[src/rtl/los_pkg.sv]
package los_pkg;
  typedef struct packed {
    logic valid;
    logic pulse;
  } los_sample_t;

  typedef enum logic {
    ST_OK   = 1'b0,
    ST_LOST = 1'b1
  } los_state_e;
endpackage

[src/rtl/los_win_sel.sv]
module los_win_sel #(
  parameter int T1_N  = 175,
  parameter int E1_N  = 32,
  parameter int ALT_N = 2048,
  parameter int CW    = 12
) (
  input  logic          crit_alt,
  input  logic          e1_mode,
  output logic [CW-1:0] win_len
);
  always_comb begin
    if (crit_alt)     win_len = CW'(ALT_N);
    else if (e1_mode) win_len = CW'(E1_N);
    else              win_len = CW'(T1_N);
  end
endmodule

[src/rtl/los_zero_run.sv]
module los_zero_run #(
  parameter int CW = 12
) (
  input  logic                  clk,
  input  logic                  rst_n,
  input  logic                  en,
  input  los_pkg::los_sample_t  smp,
  input  logic [CW-1:0]         win_len,
  output logic                  declare
);
  logic [CW-1:0] zcnt;
  logic [CW:0]   znext;

  assign znext   = {1'b0, zcnt} + (CW+1)'(1);
  assign declare = en && smp.valid && !smp.pulse && (znext >= {1'b0, win_len});

  always_ff @(posedge clk or negedge rst_n) begin
    if (!rst_n)                zcnt <= '0;
    else if (!en || declare)   zcnt <= '0;
    else if (smp.valid)        zcnt <= smp.pulse ? '0 : znext[CW-1:0];
  end
endmodule

[src/rtl/los_density_win.sv]
module los_density_win #(
  parameter int CW = 12
) (
  input  logic                  clk,
  input  logic                  rst_n,
  input  logic                  en,
  input  los_pkg::los_sample_t  smp,
  input  logic [CW-1:0]         win_len,
  output logic                  clear
);
  logic          active;
  logic [CW-1:0] wcnt;
  logic [CW-1:0] pcnt;
  logic [CW:0]   wnext;
  logic [CW:0]   pnext;
  logic          last;
  logic          dense;

  assign wnext = {1'b0, wcnt} + (CW+1)'(1);
  assign pnext = {1'b0, pcnt} + (CW+1)'(smp.pulse);
  assign last  = en && smp.valid && active && (wnext >= {1'b0, win_len});
  assign dense = {pnext, 3'b000} >= (CW+4)'(win_len);
  assign clear = last && dense;

  always_ff @(posedge clk or negedge rst_n) begin
    if (!rst_n) begin
      active <= 1'b0;
      wcnt   <= '0;
      pcnt   <= '0;
    end else if (!en) begin
      active <= 1'b0;
      wcnt   <= '0;
      pcnt   <= '0;
    end else if (smp.valid) begin
      if (!active) begin
        if (smp.pulse) begin
          active <= 1'b1;
          wcnt   <= CW'(1);
          pcnt   <= CW'(1);
        end
      end else if (last) begin
        active <= 1'b0;
        wcnt   <= '0;
        pcnt   <= '0;
      end else begin
        wcnt <= wnext[CW-1:0];
        pcnt <= pnext[CW-1:0];
      end
    end
  end
endmodule

[src/rtl/los_irq_sticky.sv]
module los_irq_sticky (
  input  logic clk,
  input  logic rst_n,
  input  logic set_evt,
  input  logic clr_w1c,
  input  logic mask,
  output logic status,
  output logic irq
);
  always_ff @(posedge clk or negedge rst_n) begin
    if (!rst_n)        status <= 1'b0;
    else if (set_evt)  status <= 1'b1;
    else if (clr_w1c)  status <= 1'b0;
  end

  assign irq = status && !mask;
endmodule

[src/rtl/los_detector.sv]
module los_detector #(
  parameter int T1_N  = 175,
  parameter int E1_N  = 32,
  parameter int ALT_N = 2048
) (
  input  logic clk,
  input  logic rst_n,
  input  logic smp_valid,
  input  logic smp_pulse,
  input  logic crit_alt,
  input  logic e1_mode,
  input  logic irq_mask,
  input  logic irq_clr,
  output logic los,
  output logic irq_status,
  output logic irq
);
  import los_pkg::*;

  localparam int MAXN = (ALT_N > T1_N) ? ((ALT_N > E1_N) ? ALT_N : E1_N)
                                       : ((T1_N > E1_N) ? T1_N : E1_N);
  localparam int CW   = $clog2(MAXN + 1);

  los_sample_t   smp;
  logic [CW-1:0] win_len;
  los_state_e    state;
  logic          declare;
  logic          clear;

  assign smp.valid = smp_valid;
  assign smp.pulse = smp_pulse;

  los_win_sel #(.T1_N(T1_N), .E1_N(E1_N), .ALT_N(ALT_N), .CW(CW)) u_sel (
    .crit_alt (crit_alt),
    .e1_mode  (e1_mode),
    .win_len  (win_len)
  );

  los_zero_run #(.CW(CW)) u_zero (
    .clk     (clk),
    .rst_n   (rst_n),
    .en      (state == ST_OK),
    .smp     (smp),
    .win_len (win_len),
    .declare (declare)
  );

  los_density_win #(.CW(CW)) u_dens (
    .clk     (clk),
    .rst_n   (rst_n),
    .en      (state == ST_LOST),
    .smp     (smp),
    .win_len (win_len),
    .clear   (clear)
  );

  always_ff @(posedge clk or negedge rst_n) begin
    if (!rst_n)       state <= ST_OK;
    else if (declare) state <= ST_LOST;
    else if (clear)   state <= ST_OK;
  end

  assign los = (state == ST_LOST);

  los_irq_sticky u_irq (
    .clk     (clk),
    .rst_n   (rst_n),
    .set_evt (declare || clear),
    .clr_w1c (irq_clr),
    .mask    (irq_mask),
    .status  (irq_status),
    .irq     (irq)
  );
endmodule

[config.mk]
export PLATFORM = sky130hd
export DESIGN_NAME = los_detector
export DESIGN_NICKNAME = d
export VERILOG_FILES = /design/src/rtl/los_pkg.sv /design/src/rtl/los_win_sel.sv /design/src/rtl/los_zero_run.sv /design/src/rtl/los_density_win.sv /design/src/rtl/los_irq_sticky.sv /design/src/rtl/los_detector.sv
export SDC_FILE = /design/constraint.sdc
export NUM_CORES = 1
export LEC_CHECK = 0
export ABC_AREA = 1
export BUFFER_PORTS_ARGS = -buffer_cell sky130_fd_sc_hd__buf_2
export CAP_MARGIN = 20
export CORE_ASPECT_RATIO = 0.75
export CORE_UTILIZATION = 51
export CTS_CLUSTER_DIAMETER = 150
export DETAILED_ROUTE_END_ITERATION = 6
export GPL_TIMING_DRIVEN = 0
export PLACE_DENSITY = 0.67
export SLEW_MARGIN = 20
export SYNTH_ARGS = -nofsm -noshare
export SYNTH_HDL_FRONTEND = slang
export SYNTH_HIERARCHICAL = 1
export SYNTH_SLANG_ARGS = --single-unit
[constraint.sdc]
create_clock -name clk -period 3.2 [get_ports clk]
set_input_delay 0.48 -clock clk [delete_from_list [all_inputs] [get_ports clk]]
set_output_delay 0.48 -clock clk [all_outputs]
set_load 0.01 [all_outputs]
==> impl_results.md, run 1 <==
- Run status: finished, final reports clean
- Final WS setup: 0.338 ns
- Setup bufs post-CTS: 0
- Hold Buf Count CTS: 0
- FFs w/ async S/R, synth: 100%
- H-tree depth: 2
- Mapped Cells: 498
- F_max: 349 MHz
- Layer with the highest usage: met2
- Ports: 11
- I/O Buffers: 10
- CTS tree: built
- Layout cells sized above 1: 12.9%
- Final wirelength: 7420 um
- Post-DRT Antenna Nets: 0
- Setup_tns: 0 ns
- Met3 usage: 3.90%
- Total congestion overflow: 0
- Cell Chain, Critical Path: ha_1 > nand3_2 > nor4_1 > xor2_1 > ha_1 > a21oi_1 > or2_2 > nand3_1 > nand2_1 > nor2_1 > inv_1 > nand2_1 > nand2_1
- Syn avg cell area: 7.06 um^2
- Reg area: 976 um^2
- RSZ-0062 raised after global routing: false
- Most common cell after layout, fill and taps aside: nand2_1
- LEAKAGE: 2.06 nW
- Slew Limit Fails: 0
- DR iter-0 viols: 123
- Sequential fraction of the synthesis area: 27.7%
- Ant diodes: 0
- Layout fillers: 623
- Ys Warns: 6
- Avg WL per Cell: 12.4 um
- Final period utilization: 89.4%
- Synth unique cells: 35
- Pwr Density: 288 nW/um^2
- Max FO, Critical Path: 6
- Total CTS buffers: 5
- Synthesis-to-finish area growth: 7.22%
- Synth Cell Area: 3520 um^2
- Routability-driven placement congestion ratio: 0.868
- Number of flops mapped to enable cells by yosys: 0
- Crit. End Element: flip-flop
- Hold Crit Class: in -> async
- First-pass GRT wire length: 12700 um
- Final #Nets: 565
- Crit path time final: 2.86 ns
- Placeable core area: 6470 um^2
- Largest net degree at the start of global routing: 40
- Required time worst endpoint: 3.39 ns
- Die width: 97.9 um
- Via/cell ratio: 5.01
- Crit. path cell count: 13
- Critical Path AT: 3.06 ns
- Post-cts gate resize count: 0
- Die Y-Extent: 73.9 um
- Initial antenna violation count: 0
- Hold WS: 0.309 ns
- GRT Util Overall: 22.5%
- CP peak stage delay: 0.50 ns
- Worst path bufs/invs: 1
- Global Route met2 Usage: 33.5%
- Pre-antenna DRT Iters: 4
- Delay-heaviest family, CP: simple AND/OR/NAND/NOR gates
- Row count: 25
- CP most frequent cell: nand2_1
- Most frequent cells in the layout: nand2_1, inv_1, dfrtp_1
- Vias in the first global route: 2761
- Hold Fails Final Rpt: 0
- Critical-path top delay cell: dfrtp_1
- #FFs+latches synth: 39
- Worst skew pair latency: 0.30 ns
- Setup slack at placement: 0.276 ns
- Die Area: 7240 um^2
- Cells on worst reg2reg path: 13
- Clock slew at reported path FFs: 0.08 ns
- Sink Count: 39
- Ys flop type: dfrtp_1
- Max-cap viol count: 0
- Max VDD drop: 0.148 mV
- CTS Root Cell: clkbuf_8
- Critical path launch point type: flip-flop
- Setup violations, final: 0
- Worst Setup Path Type: reg -> reg
- Clock Skew: 0.00704 ns
- DP Wirelength: 5940 um
- Via count: 3008
- Area occupied by multi-input gates: 2080 um^2
- Clock buffer depth: 2
- Drc violations: 0
- Met1 usage: 33.4%
- Initial Util: 54.3%
- Worst relative slew slack: 40.3%
- Worst-margin pin slew: 0.895 ns
-- cells by family (layout without fill, tap and decap cells) --
family,count (synthesis),in the layout,synth area share [%]
AND/OR/NAND/NOR,249,249,33.2
other,1,5,0.107
buffers and inverters,111,128,13.6
adder cells (fa/ha/maj),38,38,13.5
XOR/XNOR,25,25,6.44
flip-flops,39,39,27.7
AO/OA/AOI/OAI,35,35,5.44
-- synth_stat cells, types with 4 or more instances --
cell type | n | area, um^2
xnor2_1 | 7 | 61.3
nor2_4 | 4 | 45.0
nand2_1 | 127 | 477
nor2_1 | 28 | 105
nand4_1 | 26 | 163
nor2_2 | 14 | 87.6
a21oi_1 | 18 | 90.1
nor3_1 | 6 | 30.0
clkbuf_1 | 6 | 22.5
nand3_1 | 26 | 130
nand2_2 | 8 | 50.1
inv_1 | 85 | 319
o21ai_0 | 8 | 40.0
inv_2 | 5 | 18.8
buf_4 | 10 | 75.1
ha_1 | 38 | 475
xor2_1 | 17 | 149
dfrtp_1 | 39 | 976
-- worst reg2reg max path: cells and delay by family, from the launching register on --
family / cells / cell delay [ns]
flip-flops: 1 / 0.50
AO/OA/AOI/OAI: 1 / 0.08
XOR/XNOR: 1 / 0.16
buffers and inverters: 1 / 0.06
AND/OR/NAND/NOR: 8 / 1.37
adder cells (fa/ha/maj): 2 / 0.60
-- metrics by stage --
stage / power (W) / cell area [um^2] / instances / util, %
final: 0.00109 / 3770 / 600 / 58.2
after global routing: 0.00116 / 3770 / 600 / 58.2
after CTS: 0.00111 / 3770 / 600 / 58.2
after detailed placement: 0.000754 / 3680 / 593 / 56.9
after global placement: 0.000751 / 3680 / 593 / 56.9
after floorplan: 0.000696 / 3530 / 502 / -
-- state kept, by name, summed over array words and instances (netlist names) --
name,cells
los,1
u_dens/active,1
u_dens/pcnt,12
u_dens/wcnt,12
u_irq/status,1
u_zero/zcnt,12
-- per-layer routing --
layer	share of wire [%]	up-vias
li1	-	1596
met1	53	1347
met2	40	61
met3	6.4	4
met4	0.63	0
met5	0	-
-- area by class of cell --
class                      instances  share of cell area [%]
multi-input combinational        352                    55.1
sequential                        39                    25.9
inverter                          91                    9.06
buffer                            20                    3.62
tap                               81                    2.69
clock buffer                       6                    2.19
timing repair buffer              10                    1.33
clock inverter                     1                   0.133
-- final timing paths --
check                                  to  slack [ns]            from
min in group clk             u_irq/status        0.41         irq_clr
min reg2reg                u_dens/pcnt[7]        0.49  u_dens/pcnt[7]
max reg2reg                           los        0.34  u_dens/wcnt[0]
max in group asynchronous  u_dens/pcnt[9]        2.33           rst_n
min                        u_zero/zcnt[1]        0.31           rst_n
max                                   los        0.34  u_dens/wcnt[0]
-- where the power goes --
group	switching (W)	internal, W
combinational	0.000131	0.0000836
sequential	0.0000231	0.000508
clock	0.000170	0.000169
total	0.000325	0.000761
(Power assumes the default switching activity.)
==> run 2, diff against run 1 <==
GPL_TIMING_DRIVEN = default   (was 0)
==> run 2 against run 1 <==
Non-clock buffer count fell by 13. Clock power rose by 11%. Combinational power fell by 3%. First-iteration DRC count rose by 75%. Clock-buffer cell count rose by 2. Largest cell class unchanged. Cell area fell by 1.8%. Register-to-register slack improved by 0.13 ns. Sequential power barely moved. Utilization fell by 1.0 points. Critical path depth did not move.
==> impl_results.md, run 2 (synthesized netlist as in run 1, its figures left out) <==
- Vias in the first global route: 2868 (+3.9%)
- CTS tree: built
- Layout cells sized above 1: 12.0% (-0.88 points)
- Area occupied by multi-input gates: 2080 um^2 (+0.24%)
- Total CTS buffers: 5 (unchanged)
- Setup bufs post-CTS: 0 (unchanged)
- CTS Root Cell: clkbuf_8
- Cells on worst reg2reg path: 13 (unchanged)
- DR iter-0 viols: 215 (+75%)
- Hold Crit Class: in -> async
- Setup violations, final: 0 (unchanged)
- Die Y-Extent: 73.9 um (unchanged)
- Max FO, Critical Path: 9 (+3)
- Post-DRT Antenna Nets: 0 (unchanged)
- First-pass GRT wire length: 13300 um (+4.1%)
- Initial Util: 54.3% (unchanged)
- Ports: 11 (unchanged)
- Total congestion overflow: 0 (unchanged)
- Worst-margin pin slew: 0.921 ns (+0.0265 ns)
- Setup_tns: 0 ns (unchanged)
- Worst relative slew slack: 38.6% (-1.8 points)
- CP peak stage delay: 0.41 ns (-0.09 ns)
- Synthesis-to-finish area growth: 5.34%
- Crit path time final: 2.73 ns (-0.132 ns)
- Slew Limit Fails: 0 (unchanged)
- Critical-path top delay cell: nor4_1
- Hold WS: 0.320 ns (+0.0112 ns)
- Die Area: 7240 um^2 (unchanged)
- Final period utilization: 85.3% (-4.1 points)
- Comb power frac: 18.7% (-1.1 points)
- Max VDD drop: 0.179 mV (+20%)
- Sink Count: 39 (unchanged)
- Reg2reg setup slack: 0.47 ns (+0.13 ns)
- Via/cell ratio: 5.25 (+4.8%)
- Pwr Density: 301 nW/um^2 (+4.7%)
- Worst path bufs/invs: 2 (+1)
- GRT Util Overall: 23.2% (+0.71 points)
- Placeable core area: 6470 um^2 (unchanged)
- I/O Buffers: 10 (unchanged)
- F_max: 366 MHz (+4.8%)
- Layout fillers: 627 (+0.64%)
- Largest net degree at the start of global routing: 40 (unchanged)
- Int Power: 0.000781 W (+2.6%)
- Ant diodes: 0 (unchanged)
- Delay-heaviest family, CP: simple AND/OR/NAND/NOR gates
- Reg area: 976 um^2 (unchanged)
- Switch Pwr: 0.000336 W (+3.4%)
- Largest regs: u_dens/pcnt: 12 flops, u_dens/wcnt: 12 flops, u_zero/zcnt: 12 flops
- Reg power frac: 47.6% (-1.4 points)
- Reg-to-Reg End: u_dens/pcnt[4]
- Final wirelength: 7920 um (+6.8%)
- Worst Setup Path Type: reg -> reg
- H-tree depth: 2 (unchanged)
- Critical path launch point type: flip-flop
- Avg WL per Cell: 13.5 um (+9.0%)
- Most common cell after layout, fill and taps aside: nand2_1
- Post-cts gate resize count: 0 (unchanged)
- Switching Share: 30.1% (+0.18 points)
- DP Wirelength: 5930 um (-0.28%)
- Clock Skew: 0.00367 ns (-0.00336 ns)
- Required time worst endpoint: 3.43 ns (+0.04 ns)
- LEAKAGE: 2.02 nW (-2.1%)
- Pre-antenna DRT Iters: 5 (+1)
- CP most frequent cell: ha_1
- Cell Chain, Critical Path: ha_1 > nand3_2 > nor4_1 > xor2_1 > ha_1 > a21oi_1 > o211ai_1 > inv_1 > nand2_2 > nor2_4 > buf_4 > nand4_1 > nand2_1
- Worst r2r src: u_dens/wcnt[1]
- Most frequent cells in the layout: nand2_1, inv_1, dfrtp_1
- Max-cap viol count: 0 (unchanged)
- Critical Path AT: 2.96 ns (-0.10 ns)
- Drc violations: 0 (unchanged)
- Worst skew pair latency: 0.29 ns (about the same)
- Clock buffer depth: 2 (unchanged)
- Clock slew at reported path FFs: 0.08 ns (about the same)
- RSZ-0062 raised after global routing: false
- Via count: 3088 (+2.7%)
- Final #Nets: 552 (-2.3%)
- Routability-driven placement congestion ratio: 0.833 (-4.0%)
- Clk network pwr share: 33.7% (+2.4 points)
- Initial antenna violation count: 0 (unchanged)
- Die width: 97.9 um (unchanged)
- Row count: 25 (unchanged)
- Run status: finished, final reports clean
- Hold Buf Count CTS: 0 (unchanged)
- Crit. End Element: flip-flop
- Hold Fails Final Rpt: 0 (unchanged)
- Crit. path cell count: 13 (unchanged)
## run 2: cell count changes in the layout (fill, tap and decap cells not counted), sizes merged
cell | before | now
clkbuf | 12 | 8
buf | 24 | 17
clkinv | 2 | 1
## run 2: power by group through the flow
| stage | combinational, W | clock (W) | sequential [W] |
|---|---|---|---|
| after floorplan | 0.000161 | 0 | 0.000536 |
| after global placement | 0.000199 | 0 | 0.000541 |
| after detailed placement | 0.000207 | 0 | 0.000541 |
| after CTS | 0.000208 | 0.000393 | 0.000531 |
| after global routing | 0.000241 | 0.000406 | 0.000535 |
| final | 0.000209 | 0.000376 | 0.000532 |
## run 2: worst max path at each step
stage / start / end / slack [ns]
after floorplan: smp_pulse / u_irq/status / 0.79
after global placement: smp_pulse / u_irq/status / 0.45
after detailed placement: smp_pulse / u_irq/status / 0.31
after CTS: u_dens/wcnt[1] / u_irq/status / 0.51
after global routing: u_dens/wcnt[1] / u_dens/wcnt[9] / 0.23
final: u_dens/wcnt[1] / u_dens/pcnt[4] / 0.47
## run 2: per-stage QoR
stage,worst slack (ns),instance area [um^2],std cells,util [%],total power (W)
floorplan,0.789,3530,502,-,0.000696
CTS,0.508,3700,588,57.2,0.00113
global route,0.233,3700,588,57.2,0.00118
detailed placement,0.314,3600,580,55.7,0.000748
global placement,0.447,3600,580,55.7,0.000740
finish,0.470,3700,588,57.2,0.00112
## run 2: final cells by class
class / count / area share, %
multi-input combinational: 352 / 56.2
inverter: 91 / 9.22
clock buffer: 8 / 2.70
sequential: 39 / 26.3
timing repair buffer: 17 / 2.77
tap: 81 / 2.74
## run 2: routing by layer
layer / routed length [um] / up-vias / global-route usage [%] / share of wire, %
met5: 0 / - / 0 / 0
met1: 4180 / 1424 / 34.8 / 53
li1: - / 1578 / - / -
met2: 3200 / 80 / 35.4 / 40
met4: 44 / 0 / 3.87 / 0.56
met3: 495 / 6 / 4.00 / 6.2
==> run 3, diff against run 2 <==
CORE_MARGIN = 2   (was default)
PLACE_DENSITY = 0.65   (was 0.67)
==> run 3 against run 2 <==
Clock-buffer cell count unchanged. Non-clock buffer count up 2. First-iteration DRC count down 25%. Largest cell class unchanged. Sequential power about the same. Fmax down 0.82%. Total power about the same. Wire length down 2.1%. Sequential share of layout area down 0.27 points. Critical path depth unchanged. Die area up 4.8%. Largest power group unchanged.
==> impl_results.md, run 3 (synthesized netlist as in run 1, its figures left out) <==
- Run status: finished, final reports clean
- Vias in the first global route: 2812 (-2.0%)
- Final period utilization: 86.0% (+0.71 points)
- Critical Path AT: 2.98 ns (+0.02 ns)
- Worst r2r src: u_dens/wcnt[1]
- CP Launch Point: u_dens/wcnt[1]
- DR iter-0 viols: 162 (-25%)
- Switch Pwr: 0.000332 W (-1.0%)
- Most frequent cells in the layout: nand2_1, inv_1, dfrtp_1
- Cell Chain, Critical Path: ha_1 > nand3_2 > nor4_1 > xor2_1 > ha_1 > a21oi_1 > o211ai_1 > inv_1 > nand2_2 > nor2_4 > buf_4 > nand4_1 > nand2_1
- Hold WS: 0.145 ns (-0.175 ns)
- Final wirelength: 7750 um (-2.1%)
- DP Wirelength: 6050 um (+2.0%)
- Clock Skew: 0.00534 ns (+0.00167 ns)
- Slew Limit Fails: 0 (unchanged)
- Total CTS buffers: 5 (unchanged)
- Largest regs: u_dens/pcnt: 12 flops, u_dens/wcnt: 12 flops, u_zero/zcnt: 12 flops
- I/O Buffers: 10 (unchanged)
- Sink Count: 39 (unchanged)
- Clock buffer depth: 2 (unchanged)
- Max-cap viol count: 0 (unchanged)
- Hold Crit Class: in -> async
- Via count: 3016 (-2.3%)
- Initial Util: 52.2% (-2.1 points)
- GRT Util Overall: 22.0% (-1.2 points)
- Critical path launch point type: flip-flop
- Final #Nets: 554 (+0.36%)
- Reg power frac: 47.6% (about the same)
- Pwr Density: 298 nW/um^2 (-1.1%)
- Avg WL per Cell: 13.1 um (-3.0%)
- LEAKAGE: 2.03 nW (+0.83%)
- Post-DRT Antenna Nets: 0 (unchanged)
- Total congestion overflow: 0 (unchanged)
- H-tree depth: 2 (unchanged)
- Pre-antenna DRT Iters: 5 (unchanged)
- Hold Fails Final Rpt: 0 (unchanged)
- Worst path bufs/invs: 2 (unchanged)
- Via/cell ratio: 5.09 (-3.2%)
- Critical-path top delay cell: dfrtp_1
- Initial antenna violation count: 0 (unchanged)
- Switching Share: 29.8% (-0.30 points)
- Die width: 99.9 um (+2.0%)
- Max FO, Critical Path: 11 (+2)
- RSZ-0062 raised after global routing: false
- CTS tree: built
- CP peak stage delay: 0.38 ns (-0.03 ns)
- Drc violations: 0 (unchanged)
- Clk network pwr share: 33.5% (-0.2 points)
- Worst Setup Path Type: reg -> reg
- Worst relative slew slack: 66.6% (+28 points)
- Row count: 26 (+4.0%)
- Max VDD drop: 0.171 mV (-4.3%)
- CTS Root Cell: clkbuf_8
- First-pass GRT wire length: 13400 um (+1.3%)
- Final Cell Area: 3740 um^2 (+1.0%)
- Hold Buf Count CTS: 0 (unchanged)
- Setup violations, final: 0 (unchanged)
- Post-cts gate resize count: 0 (unchanged)
- Comb power frac: 18.9% (+0.2 points)
- Routability-driven placement congestion ratio: 0.881 (+5.7%)
- Worst skew pair latency: 0.29 ns (about the same)
- Clock slew at reported path FFs: 0.08 ns (about the same)
- Worst-margin pin slew: 0.501 ns (-0.421 ns)
- Crit. End Element: flip-flop
- Required time worst endpoint: 3.43 ns (about the same)
- Layout cells sized above 1: 12.4% (+0.35 points)
- Int Power: 0.000784 W (+0.38%)
- Die Y-Extent: 75.9 um (+2.7%)
- Most common cell after layout, fill and taps aside: nand2_1
- Post-placement cell area: 3620 um^2 (+0.31%)
- Die Area: 7580 um^2 (+4.8%)
- Synthesis-to-finish area growth: 6.44%
- Placeable core area: 6730 um^2 (+4.0%)
- Setup_tns: 0 ns (unchanged)
- F_max: 363 MHz (-0.82%)
- Delay-heaviest family, CP: simple AND/OR/NAND/NOR gates
- Ports: 11 (unchanged)
- Ant diodes: 0 (unchanged)
- Setup bufs post-CTS: 0 (unchanged)
- CP most frequent cell: ha_1
- Layout fillers: 657 (+4.8%)
- Crit path time final: 2.75 ns (+0.0227 ns)
- Largest net degree at the start of global routing: 40 (unchanged)
## run 3: cell types whose count changed in the layout (fill, tap and decap cells not counted), sizes merged
cell,before,now
buf,17,19
## run 3: layout make-up
| type | count | area, um^2 | share of cell area, % |
|---|---|---|---|
| timing repair buffer | 19 | 138 | 3.68 |
| clock buffer | 8 | 100 | 2.67 |
| tap | 84 | 105 | 2.81 |
| inverter | 91 | 342 | 9.12 |
| multi-input combinational | 352 | 2080 | 55.6 |
| sequential | 39 | 976 | 26.1 |
## run 3: per-stage QoR
step                utilization [%]  power (W)  std cells  worst slack [ns]
detailed placement             53.7   0.000748        584             0.359
global route                   55.6    0.00119        593             0.189
floorplan                         -   0.000696        502             0.789
finish                         55.6    0.00112        593             0.447
CTS                            55.2    0.00113        592             0.471
global placement               53.7   0.000740        584             0.447
## run 3: power by group through the flow
stage               clock, W  combinational, W  sequential [W]
floorplan                  0          0.000161        0.000536
CTS                 0.000394          0.000206        0.000532
global route        0.000407          0.000248        0.000534
finish              0.000374          0.000211        0.000532
global placement           0          0.000200        0.000540
detailed placement         0          0.000206        0.000542
## run 3: final timing paths
| kind | cells after the start | endpoint | slack (ns) |
|---|---|---|---|
| setup / recovery | 13 | u_dens/wcnt[8] | 0.45 |
| hold / removal | 1 | u_zero/zcnt[2] | 0.15 |
| setup reg to reg | 13 | u_dens/wcnt[8] | 0.45 |
| hold reg to reg | 2 | u_dens/pcnt[7] | 0.49 |
| max in group asynchronous | 2 | u_dens/active | 2.58 |
| min in group clk | 4 | u_irq/status | 0.41 |
## run 3: layer usage
layer,wire (um),vias up,track usage [%]
met4,63,0,4.93
met3,497,6,4.24
met5,0,-,0
met2,3130,73,30.4
met1,4060,1353,34.9
li1,-,1584,-
## run 3: worst register-to-register path, stage by stage, from the launching register on
cell	delay, ns
dfrtp_1	0.38
ha_1	0.20
nand3_2	0.14
nor4_1	0.36
xor2_1	0.26
ha_1	0.30
a21oi_1	0.20
o211ai_1	0.10
inv_1	0.08
nand2_2	0.06
nor2_4	0.25
buf_4	0.20
nand4_1	0.08
nand2_1	0.08
